`src/rtl/voqReqPkg.sv`:
```
package voqReqPkg;
  localparam int IDX_W = 8;

  typedef struct packed {
    logic             drainEn;
    logic             errFlag;
    logic [IDX_W-1:0] drainIdx;
  } ctrlStrobe_t;
endpackage

```
`src/rtl/voqGrantCtrl.sv`:
```
module voqGrantCtrl
  import voqReqPkg::*;
#(
  parameter int NUM_OM = 4
) (
  input  logic              clk,
  input  logic              rst_n,
  input  logic [NUM_OM-1:0] grantVec,
  output ctrlStrobe_t       strobe
);
  localparam int ONES_W = $clog2(NUM_OM + 1);

  logic [ONES_W-1:0] onesCnt;
  logic [IDX_W-1:0]  encIdx;

  always_comb begin
    onesCnt = '0;
    encIdx  = '0;
    for (int i = 0; i < NUM_OM; i++) begin
      if (grantVec[i]) begin
        onesCnt = onesCnt + ONES_W'(1);
        encIdx  = IDX_W'(i);
      end
    end
  end

  always_comb begin
    strobe          = '0;
    strobe.errFlag  = (onesCnt > ONES_W'(1));
    strobe.drainEn  = (onesCnt == ONES_W'(1));
    strobe.drainIdx = encIdx;
  end

  // the encoded index must point at a set grant bit
  assert_drain_matches_grant_R4: assert property (@(posedge clk) disable iff (!rst_n)
    strobe.drainEn |-> ((grantVec >> strobe.drainIdx) & NUM_OM'(1)) != '0);

  // a multi-bit grant never enables a drain
  assert_no_drain_on_error_R8: assert property (@(posedge clk) disable iff (!rst_n)
    ($countones(grantVec) > 1) |-> !strobe.drainEn);
endmodule

```
`src/rtl/voqWriteTally.sv`:
```
module voqWriteTally #(
  parameter int NUM_OM = 4,
  parameter int BATCH  = 4,
  parameter int DEST_W = 2,
  parameter int ADD_W  = 3
) (
  input  logic [BATCH-1:0]        wrValid,
  input  logic [BATCH*DEST_W-1:0] wrDest,
  output logic [ADD_W-1:0]        addCnt [NUM_OM]
);
  for (genvar q = 0; q < NUM_OM; q++) begin : g_queue
    always_comb begin
      addCnt[q] = '0;
      for (int l = 0; l < BATCH; l++) begin
        if (wrValid[l] && (wrDest[l*DEST_W +: DEST_W] == DEST_W'(q)))
          addCnt[q] = addCnt[q] + ADD_W'(1);
      end
    end
  end
endmodule

```
`src/rtl/voqCountPath.sv`:
```
module voqCountPath
  import voqReqPkg::*;
#(
  parameter int NUM_OM    = 4,
  parameter int BATCH     = 4,
  parameter int CNT_W     = 6,
  parameter int MAX_CELLS = 40,
  parameter int DEST_W    = 2,
  parameter int ADD_W     = 3,
  parameter int SEND_W    = 3
) (
  input  logic              clk,
  input  logic              rst_n,
  input  ctrlStrobe_t       strobe,
  input  logic [ADD_W-1:0]  addCnt [NUM_OM],
  output logic [CNT_W-1:0]  cnt [NUM_OM],
  output logic [NUM_OM-1:0] reqVec,
  output logic              sendValid,
  output logic [DEST_W-1:0] sendDest,
  output logic [SEND_W-1:0] sendCount,
  output logic              errReg
);
  localparam int SUM_W = CNT_W + 2;

  logic [SEND_W-1:0] drainAmt [NUM_OM];
  logic [SEND_W-1:0] drainTotal;

  for (genvar q = 0; q < NUM_OM; q++) begin : g_cnt
    logic [SUM_W-1:0] nextSum;

    always_comb begin
      drainAmt[q] = '0;
      if (strobe.drainEn && strobe.drainIdx == IDX_W'(q))
        drainAmt[q] = (cnt[q] >= CNT_W'(BATCH)) ? SEND_W'(BATCH) : SEND_W'(cnt[q]);
      nextSum = SUM_W'(cnt[q]) + SUM_W'(addCnt[q]) - SUM_W'(drainAmt[q]);
    end

    always_ff @(posedge clk or negedge rst_n) begin
      if (!rst_n)
        cnt[q] <= '0;
      else if (nextSum > SUM_W'(MAX_CELLS))
        cnt[q] <= CNT_W'(MAX_CELLS);
      else
        cnt[q] <= CNT_W'(nextSum);
    end

    assign reqVec[q] = (cnt[q] >= CNT_W'(BATCH));

    assert_no_overflow_R7: assert property (@(posedge clk) disable iff (!rst_n)
      cnt[q] <= CNT_W'(MAX_CELLS));

    assert_rise_bound_R2: assert property (@(posedge clk) disable iff (!rst_n)
      1'b1 |=> SUM_W'(cnt[q]) <= SUM_W'($past(cnt[q])) + SUM_W'(BATCH));

    assert_fall_bound_R4: assert property (@(posedge clk) disable iff (!rst_n)
      1'b1 |=> SUM_W'($past(cnt[q])) <= SUM_W'(cnt[q]) + SUM_W'(BATCH));
  end

  always_comb begin
    drainTotal = '0;
    for (int q = 0; q < NUM_OM; q++) drainTotal = drainTotal | drainAmt[q];
  end

  always_ff @(posedge clk or negedge rst_n) begin
    if (!rst_n) begin
      sendValid <= 1'b0;
      sendDest  <= '0;
      sendCount <= '0;
      errReg    <= 1'b0;
    end else begin
      sendValid <= strobe.drainEn && (drainTotal != '0);
      sendDest  <= strobe.drainIdx[DEST_W-1:0];
      sendCount <= drainTotal;
      errReg    <= strobe.errFlag;
    end
  end

  // a burst is never empty and never larger than a batch
  assert_burst_size_R5: assert property (@(posedge clk) disable iff (!rst_n)
    sendValid |-> (sendCount != '0 && sendCount <= SEND_W'(BATCH)));

  // an error slot carries no burst
  assert_error_blocks_send_R8: assert property (@(posedge clk) disable iff (!rst_n)
    errReg |-> !sendValid);
endmodule

```
`src/rtl/voqReqGen.sv`:
```
module voqReqGen
  import voqReqPkg::*;
#(
  parameter int NUM_OM    = 4,
  parameter int BATCH     = 4,
  parameter int CNT_W     = 6,
  parameter int MAX_CELLS = 40,
  parameter int DEST_W    = (NUM_OM > 1) ? $clog2(NUM_OM) : 1,
  parameter int SEND_W    = $clog2(BATCH + 1)
) (
  input  logic                    clk,
  input  logic                    rst_n,
  input  logic [BATCH-1:0]        wrValid,
  input  logic [BATCH*DEST_W-1:0] wrDest,
  input  logic [NUM_OM-1:0]       grantVec,
  output logic [NUM_OM-1:0]       reqVec,
  output logic [NUM_OM*CNT_W-1:0] occCount,
  output logic                    sendValid,
  output logic [DEST_W-1:0]       sendDest,
  output logic [SEND_W-1:0]       sendCount,
  output logic                    grantError
);
  localparam int ADD_W = $clog2(BATCH + 1);

  ctrlStrobe_t      strobe;
  logic [ADD_W-1:0] addCnt [NUM_OM];
  logic [CNT_W-1:0] cnt    [NUM_OM];

  voqGrantCtrl #(.NUM_OM(NUM_OM)) u_ctrl (
    .clk(clk), .rst_n(rst_n), .grantVec(grantVec), .strobe(strobe)
  );

  voqWriteTally #(.NUM_OM(NUM_OM), .BATCH(BATCH), .DEST_W(DEST_W), .ADD_W(ADD_W)) u_tally (
    .wrValid(wrValid), .wrDest(wrDest), .addCnt(addCnt)
  );

  voqCountPath #(.NUM_OM(NUM_OM), .BATCH(BATCH), .CNT_W(CNT_W), .MAX_CELLS(MAX_CELLS),
                 .DEST_W(DEST_W), .ADD_W(ADD_W), .SEND_W(SEND_W)) u_path (
    .clk(clk), .rst_n(rst_n), .strobe(strobe), .addCnt(addCnt), .cnt(cnt),
    .reqVec(reqVec), .sendValid(sendValid), .sendDest(sendDest),
    .sendCount(sendCount), .errReg(grantError)
  );

  for (genvar q = 0; q < NUM_OM; q++) begin : g_flat
    assign occCount[q*CNT_W +: CNT_W] = cnt[q];
  end
endmodule

```
`config.mk`:
```
export PLATFORM = sky130hd
export DESIGN_NAME = voqReqGen
export DESIGN_NICKNAME = d
export VERILOG_FILES = /design/src/rtl/voqReqPkg.sv /design/src/rtl/voqGrantCtrl.sv /design/src/rtl/voqWriteTally.sv /design/src/rtl/voqCountPath.sv /design/src/rtl/voqReqGen.sv
export SDC_FILE = /design/constraint.sdc
export NUM_CORES = 1
export LEC_CHECK = 0
export CAP_MARGIN = 15
export CORE_UTILIZATION = 55
export CTS_BUF_LIST = sky130_fd_sc_hd__clkbuf_8
export DETAILED_ROUTE_END_ITERATION = 10
export PLACE_DENSITY = 0.81
export SETUP_SLACK_MARGIN = 0.02
export SLEW_MARGIN = 20
export SYNTH_ARGS = -nofsm -noshare
export SYNTH_HDL_FRONTEND = slang
export SYNTH_HIERARCHICAL = 1
export SYNTH_SLANG_ARGS = --single-unit
```
`constraint.sdc`:
```
create_clock -name clk -period 7.4 [get_ports clk]
set_input_delay 2.22 -clock clk [delete_from_list [all_inputs] [get_ports clk]]
set_output_delay 2.22 -clock clk [all_outputs]
set_load 0.01 [all_outputs]
```
==> flow_summary.json, run 1 <==
{
  "grt-ovfl-total": 0,
  "vdd_drop_max_mv": 0.2468,
  "clockBufferDepth": 2,
  "post_cts_buffers": 0,
  "yosysUniqueCellTypes": 67,
  "seqPwrFrac_pct": 18.6,
  "final.setup.tns_ps": 0,
  "crit_start": "grantVec[1]",
  "synth_edf_count": 0,
  "vias_per_cell": 5.644,
  "power.total_uw": 1463,
  "setup_viol": 0,
  "pre_cts_slack_ps": 146.4,
  "num_vias": 3155,
  "first_global_vias": 3186,
  "postSynthCellCount": 422,
  "ios": 53,
  "slowest_stage": "fa_1",
  "drc": 0,
  "area_growth_pct": 18.87,
  "min_path_type": "flop to flop",
  "p_int_uw": 778.8,
  "synth_area_leaders": "dfrtp_1 (21%), ha_1 (16%), inv_1 (7.7%)",
  "layout_setup_ws_ps": 398.2,
  "drt_wl_total_um": 8167,
  "cts-htree-levels": 2,
  "tritoncts": "yes",
  "hold_buffers": 0,
  "rsz0062_at_grt": "no",
  "required_ps": 7560,
  "gp_congestion": 0.8835,
  "grt_pass1_wl_um": 14280,
  "power.share.clock_pct": 9.4,
  "drv_slew": 0,
  "fin_cells": 559,
  "endpoint_kind": "flop",
  "worst_setup_path_start_kind": "input port",
  "r2r-start": "u_path/cnt[11]$_DFF_PN0_",
  "critPathMaxFanout": 5,
  "clockRootBuffer": "clkbuf_8",
  "finalHoldViolCount": 0,
  "track_usage_pct": 24.84,
  "synthFlopType": "dfrtp_1",
  "clk_latency_ps": 280,
  "yosysWarnings": 6,
  "cp_data_arrival_time_ps": 7160,
  "ant_nets": 0,
  "synth_top_area_share_pct": 21.12,
  "tightest_slew_ps": 673.3,
  "crit_path_max_incr_delay_ps": 530,
  "min_period_ps": 7002,
  "portBuffers": 52,
  "finalCritPeriodShare_pct": 94.62,
  "swShare_pct": 46.77,
  "maxCapViolCount": 0,
  "die_width_um": 83.73,
  "cts_resized": 0,
  "worstHoldStart": "u_path/cnt[13]$_DFF_PN0_",
  "max-slew-margin-rel_pct": 54.40,
  "cts_sinks": 31,
  "numCtsBuffers": 5,
  "n_antenna_cell": 0,
  "path_cells": "clkdlybuf4s50_1 > inv_1 > ha_1 > xor2_2 > ha_1 > nor3b_1 > a22o_1 > nand4_1 > nor3_1 > fa_1 > fa_1 > xnor2_1 > or3b_2 > a22oi_1 > o31ai_1 > or4b_1",
  "outcome": "completed",
  "powerDensity_mw_per_mm2": 335.0,
  "coreArea_sq_mm": 0.006386,
  "switching_power_uw": 684.2,
  "drive_gt1_share_pct": 7.676,
  "dr.pass1.iters": 4,
  "async_flop_share_pct": 100.0,
  "synth.largest_area_cell": "dfrtp_1",
  "grt_max_degree": 32,
  "power_frac_comb_pct": 72.0,
  "clk_pin_slew_ps": 70,
  "start_util_pct": 57.52,
  "drtIter0Drc": 83,
  "dp_hpwl_um": 6640,
  "dieArea_sq_mm": 0.007010,
  "leakage_uw": 0.002065,
  "dp.cells": 552,
  "antenna_found_initial": 0,
  "netlist_area_sq_mm": 0.003674,
  "hold_slack_ps": 715.3,
  "die_y_um": 83.73,
  "yosysSeqAreaShare_pct": 21.12,
  "synth_area_per_cell_sq_um": 8.705,
  "rows": 29,
  "fin_nets": 559,
  "fmax_ghz": 0.1428,
  "wire_per_inst_um": 14.61,
  "critPathKind": "input port to flop",
  "skew_ps": 5.042,
  "ys_ff_latch": 31
}
[sequential cells by signal (all words and copies together) (netlist names)]
| signal | count |
|---|---|
| u_path/sendValid | 1 |
| u_path/sendCount | 3 |
| u_path/errReg | 1 |
| u_path/sendDest | 2 |
| u_path/cnt | 24 |
[layout make-up]
class / instances / area, sq um
timing repair buffer: 55 / 543.0
fill: 541 / 2019
clock inverter: 1 / 5.005
tap: 77 / 96.34
inverter: 75 / 281.5
multi-input combinational: 314 / 2582
sequential: 31 / 775.7
clock buffer: 6 / 82.58
[cells in the mapped netlist, drive strengths merged (9+ instances only)]
cell type  instances
inv               75
ha                48
dfrtp             31
nand2             22
a21oi             18
o21ai             15
nor3              14
nor2              13
xor2              13
fa                11
nor3b             11
xnor2             11
a21o              10
nand2b             9
nor2b              9
[per-stage QoR]
stage                     instance area [sq um]  util [%]
after detailed placement                   4279     67.01
after global placement                     4279     67.01
after global routing                       4367     68.38
after floorplan                            3692         -
final                                      4367     68.38
after CTS                                  4367     68.38
[final timing paths]
check                                                end  slack (ps)  cells past startpoint
hold reg to reg            u_path/sendCount[1]$_DFF_PN0_         720                      2
setup reg to reg                 u_path/cnt[9]$_DFF_PN0_        3380                     12
setup / recovery                 u_path/cnt[9]$_DFF_PN0_         400                     16
min in group asynchronous        u_path/cnt[1]$_DFF_PN0_        2330                      2
max in group asynchronous   u_path/sendDest[1]$_DFF_PN0_        4760                      2
hold / removal             u_path/sendCount[1]$_DFF_PN0_         720                      2
[cells in the final DEF, fill, tap and decap left out, drive strengths merged, types with 5 or more instances in the layout]
cell / Yosys / layout
a21o: 10 / 10
nor3: 14 / 14
fa: 11 / 11
nand3: 8 / 8
a21oi: 18 / 18
nor2b: 9 / 9
nor2: 13 / 13
nor4: 8 / 8
clkbuf: 0 / 6
nand2b: 9 / 9
o21ai: 15 / 15
or3: 5 / 5
dfrtp: 31 / 31
nand2: 22 / 22
clkdlybuf4s50: 0 / 52
xor2: 13 / 13
conb: 1 / 6
xnor2: 11 / 11
nor3b: 11 / 11
inv: 75 / 75
ha: 48 / 48
mux2i: 5 / 5
a211oi: 6 / 6
[power by group through the flow]
| stage | logic, uW | clock network, uW | registers [uW] |
|---|---|---|---|
| after floorplan | 714 | 0 | 286 |
| after global placement | 991 | 0 | 275 |
| after detailed placement | 1030 | 0 | 276 |
| after CTS | 1040 | 140 | 274 |
| after global routing | 1170 | 149 | 282 |
| final | 1050 | 137 | 273 |
[cells by family (layout without fill, tap and decap cells)]
group	count (synthesis)	count (layout)	share of synthesized area, %
AOI/OAI and AO/OA	81	81	14.88
adders and majority gates	59	59	22.34
and+or+nand+nor	134	134	23.13
buffers and inverters	82	137	9.094
DFF	31	31	21.12
muxes	9	9	2.589
xor gates and xnor gates	25	25	6.744
other	1	6	0.1021
[critical path: cells and delay by family]
kind | cells | cell delay [ps]
xor gates and xnor gates | 2 | 350
buffers and inverters | 2 | 550
AOI/OAI and AO/OA | 3 | 690
and+or+nand+nor | 5 | 1690
adders and majority gates | 4 | 1640
[metal layers]
| metal | track usage (%) | wire [um] | vias to the layer above |
|---|---|---|---|
| met3 | 4.451 | 280 | 8 |
| met5 | 0 | 0 | - |
| met2 | 44.20 | 4089 | 50 |
| li1 | - | - | 1581 |
| met4 | 6.163 | 89 | 0 |
| met1 | 31.01 | 3707 | 1516 |
Power figures use the tool's default switching activity.
==> run 2: changes to the inputs <==
--- a/config.mk
+++ b/config.mk
@@ -9,10 +9,9 @@
 export CORE_UTILIZATION = 55
 export CTS_BUF_LIST = sky130_fd_sc_hd__clkbuf_8
 export DETAILED_ROUTE_END_ITERATION = 10
-export PLACE_DENSITY = 0.81
+export PLACE_DENSITY = 0.8
 export SETUP_SLACK_MARGIN = 0.02
 export SLEW_MARGIN = 20
 export SYNTH_ARGS = -nofsm -noshare
 export SYNTH_HDL_FRONTEND = slang
-export SYNTH_HIERARCHICAL = 1
 export SYNTH_SLANG_ARGS = --single-unit
==> run 2 against run 1 <==
Against the previous run:
- largest power group unchanged
- critical endpoint is now u_path.cnt[21]$_DFF_PN0_
- critical path type unchanged
- highest routed layer unchanged
- the run now ends with design-rule violations left
- power decreased by 3.6%
- via count increased by 7.3%
- clock power increased by 9%
==> flow_summary.json, run 2 <==
{
  "grt-ovfl-total": 0,
  "final.setup.tns_ps": 0,
  "dr.pass1.iters": 8,
  "drtIter0Drc": 176,
  "final-seq-area_sq_um": 775.7,
  "leakage_uw": 0.002011,
  "synth_edf_count": 0,
  "final_cell_mix": "inv_1 (59), clkdlybuf4s50_1 (52), ha_1 (43)",
  "coreArea_sq_mm": 0.006459,
  "setup_viol": 0,
  "drive_gt1_share_pct": 7.585,
  "netlist_area_sq_mm": 0.003752,
  "post_cts_buffers": 0,
  "cts_sinks": 31,
  "num_vias": 3386,
  "track_usage_pct": 24.71,
  "power_frac_comb_pct": 67.2,
  "synth_area_per_cell_sq_um": 8.376,
  "die_width_um": 84.60,
  "async_flop_share_pct": 100.0,
  "regMostFlops": "u_path.cnt",
  "biggestRegsByFlops": "u_path.cnt: 24 flops, u_path.sendCount: 3 flops, u_path.sendDest: 2 flops",
  "n_antenna_cell": 0,
  "wire_per_inst_um": 14.42,
  "synth_area_leaders": "dfrtp_1 (21%), ha_1 (14%), inv_1 (5.8%)",
  "tightest_slew_ps": 759.1,
  "postSynthCellCount": 448,
  "synthFlopType": "dfrtp_1",
  "endpoint_kind": "flop",
  "area_growth_pct": 18.21,
  "netlist_top_cells_count": "inv_1 (58), ha_1 (43), nand2_1 (33)",
  "finalCritPeriodShare_pct": 89.88,
  "first_global_vias": 3272,
  "critPathMaxFanout": 5,
  "final_common_cell": "inv_1",
  "worst_setup_path_start_kind": "input port",
  "drv_slew": 0,
  "syn_nets": 517,
  "drc": 5,
  "clockBufferDepth": 2,
  "clockRootBuffer": "clkbuf_8",
  "synth_top_area_share_pct": 20.67,
  "ios": 53,
  "cts-htree-levels": 2,
  "critPathKind": "input port to flop",
  "power.total_uw": 1410,
  "finalHoldViolCount": 0,
  "required_ps": 7570,
  "clk_latency_ps": 280,
  "synth.largest_area_cell": "dfrtp_1",
  "p_int_uw": 764.9,
  "start_util_pct": 58.10,
  "synth_most_common_cell": "inv_1",
  "min_period_ps": 6651,
  "portBuffers": 52,
  "grt_pass1_wl_um": 14600,
  "vias_per_cell": 5.858,
  "hold_buffers": 0,
  "grt_max_degree": 32,
  "hold_slack_ps": 739.3,
  "hold_depth": 2,
  "power.share.clock_pct": 10.6,
  "max-slew-margin-rel_pct": 48.92,
  "maxCapViolCount": 0,
  "rsz0062_at_grt": "no",
  "yosysSeqAreaShare_pct": 20.67,
  "tritoncts": "yes",
  "violations": "design-rule violations",
  "skew_ps": 4.206,
  "yosysUniqueCellTypes": 66,
  "dieArea_sq_mm": 0.007157,
  "gp_congestion": 0.8568,
  "vdd_drop_max_mv": 0.2446,
  "drt_wl_total_um": 8337,
  "fillCellCount": 529,
  "switching_power_uw": 645.2,
  "seqPwrFrac_pct": 22.1,
  "fmax_ghz": 0.1504,
  "yosysWarnings": 0,
  "numCtsBuffers": 5,
  "dp_hpwl_um": 6789,
  "powerDensity_mw_per_mm2": 317.9,
  "ant_nets": 0,
  "r2r_cells": 10,
  "largest_register_ffs": 24,
  "clk_pin_slew_ps": 70,
  "outcome": "finished with violations",
  "antenna_found_initial": 0,
  "min_path_type": "flop to flop",
  "cp_data_arrival_time_ps": 6820,
  "die_y_um": 84.60,
  "swShare_pct": 45.76,
  "ys_ff_latch": 31,
  "rows": 29,
  "cts_resized": 0,
  "multiInputGateArea_sq_mm": 0.002718,
  "fin_nets": 569
}
[run 2: cell types whose count changed after synthesis, sizes merged, moves of 6 or more]
| cell | delta |
|---|---|
| a211o | +9 |
| nand2 | +11 |
| xnor2 | +10 |
| a21oi | +7 |
| nor3 | -9 |
| and2 | +8 |
| nand3 | +9 |
| nor2 | +13 |
| clkbuf | +6 |
| inv | -17 |
[run 2: kinds of logic after synthesis]
family	share of synthesized area (%)
multiplexers	2.567
AO/OA/AOI/OAI	20.24
buffers and inverters	6.902
AND/OR/NAND/NOR	22.87
flip-flops	20.67
adder cells (fa/ha/maj)	18.61
XOR/XNOR	8.136
[run 2: path summary, 6_finish.rpt]
path | end | slack (ps) | start
setup / recovery | u_path.cnt[21]$_DFF_PN0_ | 750 | wrValid[1]
hold / removal | u_path.sendCount[0]$_DFF_PN0_ | 740 | u_path.cnt[18]$_DFF_PN0_
setup reg to reg | u_path.cnt[9]$_DFF_PN0_ | 3620 | u_path.cnt[9]$_DFF_PN0_
hold reg to reg | u_path.sendCount[0]$_DFF_PN0_ | 740 | u_path.cnt[18]$_DFF_PN0_
max in group asynchronous | u_path.cnt[7]$_DFF_PN0_ | 4760 | rst_n
min in group asynchronous | u_path.cnt[3]$_DFF_PN0_ | 2340 | rst_n
[run 2: critical path, cell delays in order]
cell             delay (ps)
clkdlybuf4s50_1         510
or3b_2                  470
inv_1                    90
ha_1                    250
xor2_1                  190
ha_1                    330
mux2_2                  160
inv_1                    50
fa_1                    490
inv_1                    70
fa_1                    480
xor2_1                  210
or3b_2                  480
a221oi_1                280
o22ai_1                 190
a211o_1                 330
[run 2: layer usage]
metal  vias to the layer above  share of wire (%)  track usage, %  wire length (um)
met5                         -                  0               0                 0
met1                      1580                 47           33.46              3885
met4                         0                1.1           5.393                88
met3                        12                5.5           3.638               461
li1                       1680                  -               -                 -
met2                       114                 47           41.91              3902
[run 2: final cells by class]
cell class / instances / share of cell area [%]
tap: 77 / 2.172
timing repair buffer: 53 / 11.90
sequential: 31 / 17.49
inverter: 58 / 4.908
clock buffer: 7 / 2.172
clock inverter: 1 / 0.08463
multi-input combinational: 351 / 61.27
[run 2: power groups by stage]
stage	registers [uW]	clock network (uW)	logic, uW
after floorplan	307	0	663
after global routing	322	164	1060
after CTS	311	154	941
final	312	150	948
after global placement	314	0	916
after detailed placement	314	0	934
[run 2: per-stage QoR]
stage / area [sq um] / setup WS [ps] / util [%] / std cells
global route: 4436 / 430.4 / 68.67 / 578
CTS: 4436 / 767.7 / 68.67 / 578
global placement: 4335 / 622.6 / 67.13 / 570
detailed placement: 4335 / 475.7 / 67.13 / 570
floorplan: 3752 / 1224 / - / 448
finish: 4436 / 748.9 / 68.67 / 578
==> run 3: changes to the inputs <==
--- a/config.mk
+++ b/config.mk
@@ -6,6 +6,7 @@
 export NUM_CORES = 1
 export LEC_CHECK = 0
 export CAP_MARGIN = 15
+export CORE_ASPECT_RATIO = 0.5
 export CORE_UTILIZATION = 55
 export CTS_BUF_LIST = sky130_fd_sc_hd__clkbuf_8
 export DETAILED_ROUTE_END_ITERATION = 10
==> run 3 against run 2 <==
Against the previous run:
- the flow now finishes without violations
- non-clock buffer count stayed put
- design area up 0.71%
- sequential power hardly changed
- clock power is 19% higher
- sequential share of layout area is 0.12 points lower
- combinational power fell by 0.7%
- critical path depth did not move
- global-route usage shrank 0.12 points
- power up 1.7%
==> flow_summary.json, run 3 (same netlist as run 2, synthesis figures left out) <==
{
  "numCtsBuffers": 5,
  "min_path_type": "flop to flop",
  "fmax_ghz": 0.1517,
  "track_usage_pct": 24.59,
  "portBuffers": 52,
  "outcome": "completed",
  "cts_resized": 0,
  "final_cell_mix": "inv_1 (58), clkdlybuf4s50_1 (52), ha_1 (43)",
  "powerDensity_mw_per_mm2": 321.0,
  "cp_data_arrival_time_ps": 6770,
  "gp_congestion": 0.8550,
  "cp_top_family": "adder cells",
  "tritoncts": "yes",
  "regMostFlops": "u_path.cnt",
  "critPathBufInv": 4,
  "hold_buffers": 0,
  "tightest_slew_ps": 664.3,
  "final.setup.tns_ps": 0,
  "rsz0062_at_grt": "no",
  "coreArea_sq_mm": 0.006331,
  "drc": 0,
  "biggestRegsByFlops": "u_path.cnt: 24 flops, u_path.sendCount: 3 flops, u_path.sendDest: 2 flops",
  "vias_per_cell": 5.603,
  "start_util_pct": 59.27,
  "cts_sinks": 31,
  "p_int_uw": 789.1,
  "clk_latency_ps": 290,
  "die_width_um": 118.8,
  "clockBufferDepth": 2,
  "rows": 20,
  "path_cells": "clkdlybuf4s50_1 > or3b_2 > inv_1 > ha_1 > xor2_1 > ha_1 > mux2_2 > inv_1 > fa_1 > inv_1 > fa_1 > xor2_1 > or3b_2 > a221oi_1 > o22ai_1 > a211o_1",
  "worst_setup_path_start_kind": "input port",
  "maxCapViolCount": 0,
  "power_frac_comb_pct": 65.6,
  "antenna_found_initial": 0,
  "clockRootBuffer": "clkbuf_8",
  "finalCritPeriodShare_pct": 89.09,
  "grt_max_degree": 32,
  "clk_pin_slew_ps": 70,
  "dieArea_sq_mm": 0.007177,
  "critPathMaxFanout": 5,
  "grt-ovfl-total": 0,
  "grt_use_met1_pct": 33.26,
  "drv_slew": 0,
  "grt_busiest_layer": "met2",
  "critPathKind": "input port to flop",
  "cts-htree-levels": 2,
  "dr.pass1.iters": 4,
  "finalHoldViolCount": 0,
  "largest_register_ffs": 24,
  "first_global_vias": 3044,
  "setup_viol": 0,
  "vdd_drop_max_mv": 0.2251,
  "leakage_uw": 0.002016,
  "crit_path_max_incr_delay_ps": 520,
  "seqPwrFrac_pct": 22.0,
  "endpoint_kind": "flop",
  "switching_power_uw": 644.7,
  "power.total_uw": 1434,
  "drt_wl_total_um": 8266,
  "drtIter0Drc": 184,
  "max-slew-margin-rel_pct": 55.31,
  "wire_per_inst_um": 14.03,
  "area_growth_pct": 19.04,
  "required_ps": 7580,
  "post_cts_buffers": 0,
  "drive_gt1_share_pct": 7.784,
  "grt_util_met2_pct": 43.02,
  "skew_ps": 4.498,
  "min_period_ps": 6593,
  "n_antenna_cell": 0,
  "power.share.clock_pct": 12.4,
  "ant_nets": 0,
  "fin_nets": 569,
  "ios": 53,
  "num_vias": 3300,
  "met3_usage_pct": 4.605,
  "final_common_cell": "inv_1",
  "slowest_stage": "clkdlybuf4s50_1",
  "die_y_um": 60.41,
  "grt_pass1_wl_um": 13920,
  "path_common_cell": "inv_1",
  "swShare_pct": 44.96,
  "dp_hpwl_um": 6602
}
-- run 3: cell types whose count changed in the layout (fill, tap and decap cells not counted), sizes merged --
cell / before / now
bufinv: 0 / 1
clkbuf: 7 / 6
clkinv: 0 / 1
inv: 59 / 58
-- run 3: metrics by stage --
step	hold slack (ps)	instance area, sq um	setup slack, ps	util (%)	cells
6_report	716.7	4467	807.3	70.55	589
5_1_grt	755.6	4467	557.7	70.55	589
4_1_cts	716.8	4467	817.2	70.55	589
3_5_place_dp	695.3	4349	516.3	68.70	581
3_3_place_gp	692.4	4349	609.6	68.70	581
2_1_floorplan	668.9	3752	1224	-	448
-- run 3: power groups by stage --
stage	clock, uW	combinational (uW)	sequential (uW)
floorplan	0	663	307
global placement	0	911	316
detailed placement	0	928	316
CTS	180	938	314
global route	189	1040	324
finish	178	941	315
-- run 3: path summary, 6_finish.rpt --
check	end	cells after the start	startpoint	slack [ps]
max	u_path.cnt[21]$_DFF_PN0_	16	wrValid[1]	810
min	u_path.sendCount[0]$_DFF_PN0_	2	u_path.cnt[18]$_DFF_PN0_	720
max reg2reg	u_path.cnt[9]$_DFF_PN0_	10	u_path.cnt[9]$_DFF_PN0_	3750
min reg2reg	u_path.sendCount[0]$_DFF_PN0_	2	u_path.cnt[18]$_DFF_PN0_	720
max in group asynchronous	u_path.cnt[20]$_DFF_PN0_	2	rst_n	4780
min in group asynchronous	u_path.cnt[15]$_DFF_PN0_	2	rst_n	2320
-- run 3: layout make-up --
cell class                 count  area, sq um
clock buffer                   6        82.58
timing repair buffer          53        528.0
sequential                    31        775.7
tap                           88        110.1
clock inverter                 2        35.03
multi-input combinational    351         2718
fill                         523         1864
inverter                      58        217.7
-- run 3: per-layer routing --
layer  vias to the layer above  wire, um
li1                       1684         -
met1                      1566      4235
met2                        48      3795
met3                         2       223
met4                         0        12
met5                         -         0
-- run 3: worst register-to-register path, cell delays in order (launching register included) --
cell	delay (ps)
dfrtp_1	480
nor4_1	650
and4_1	330
ha_1	180
inv_1	60
fa_1	410
xor2_1	210
or3b_2	460
a221oi_1	270
o22ai_1	190
a211o_1	320
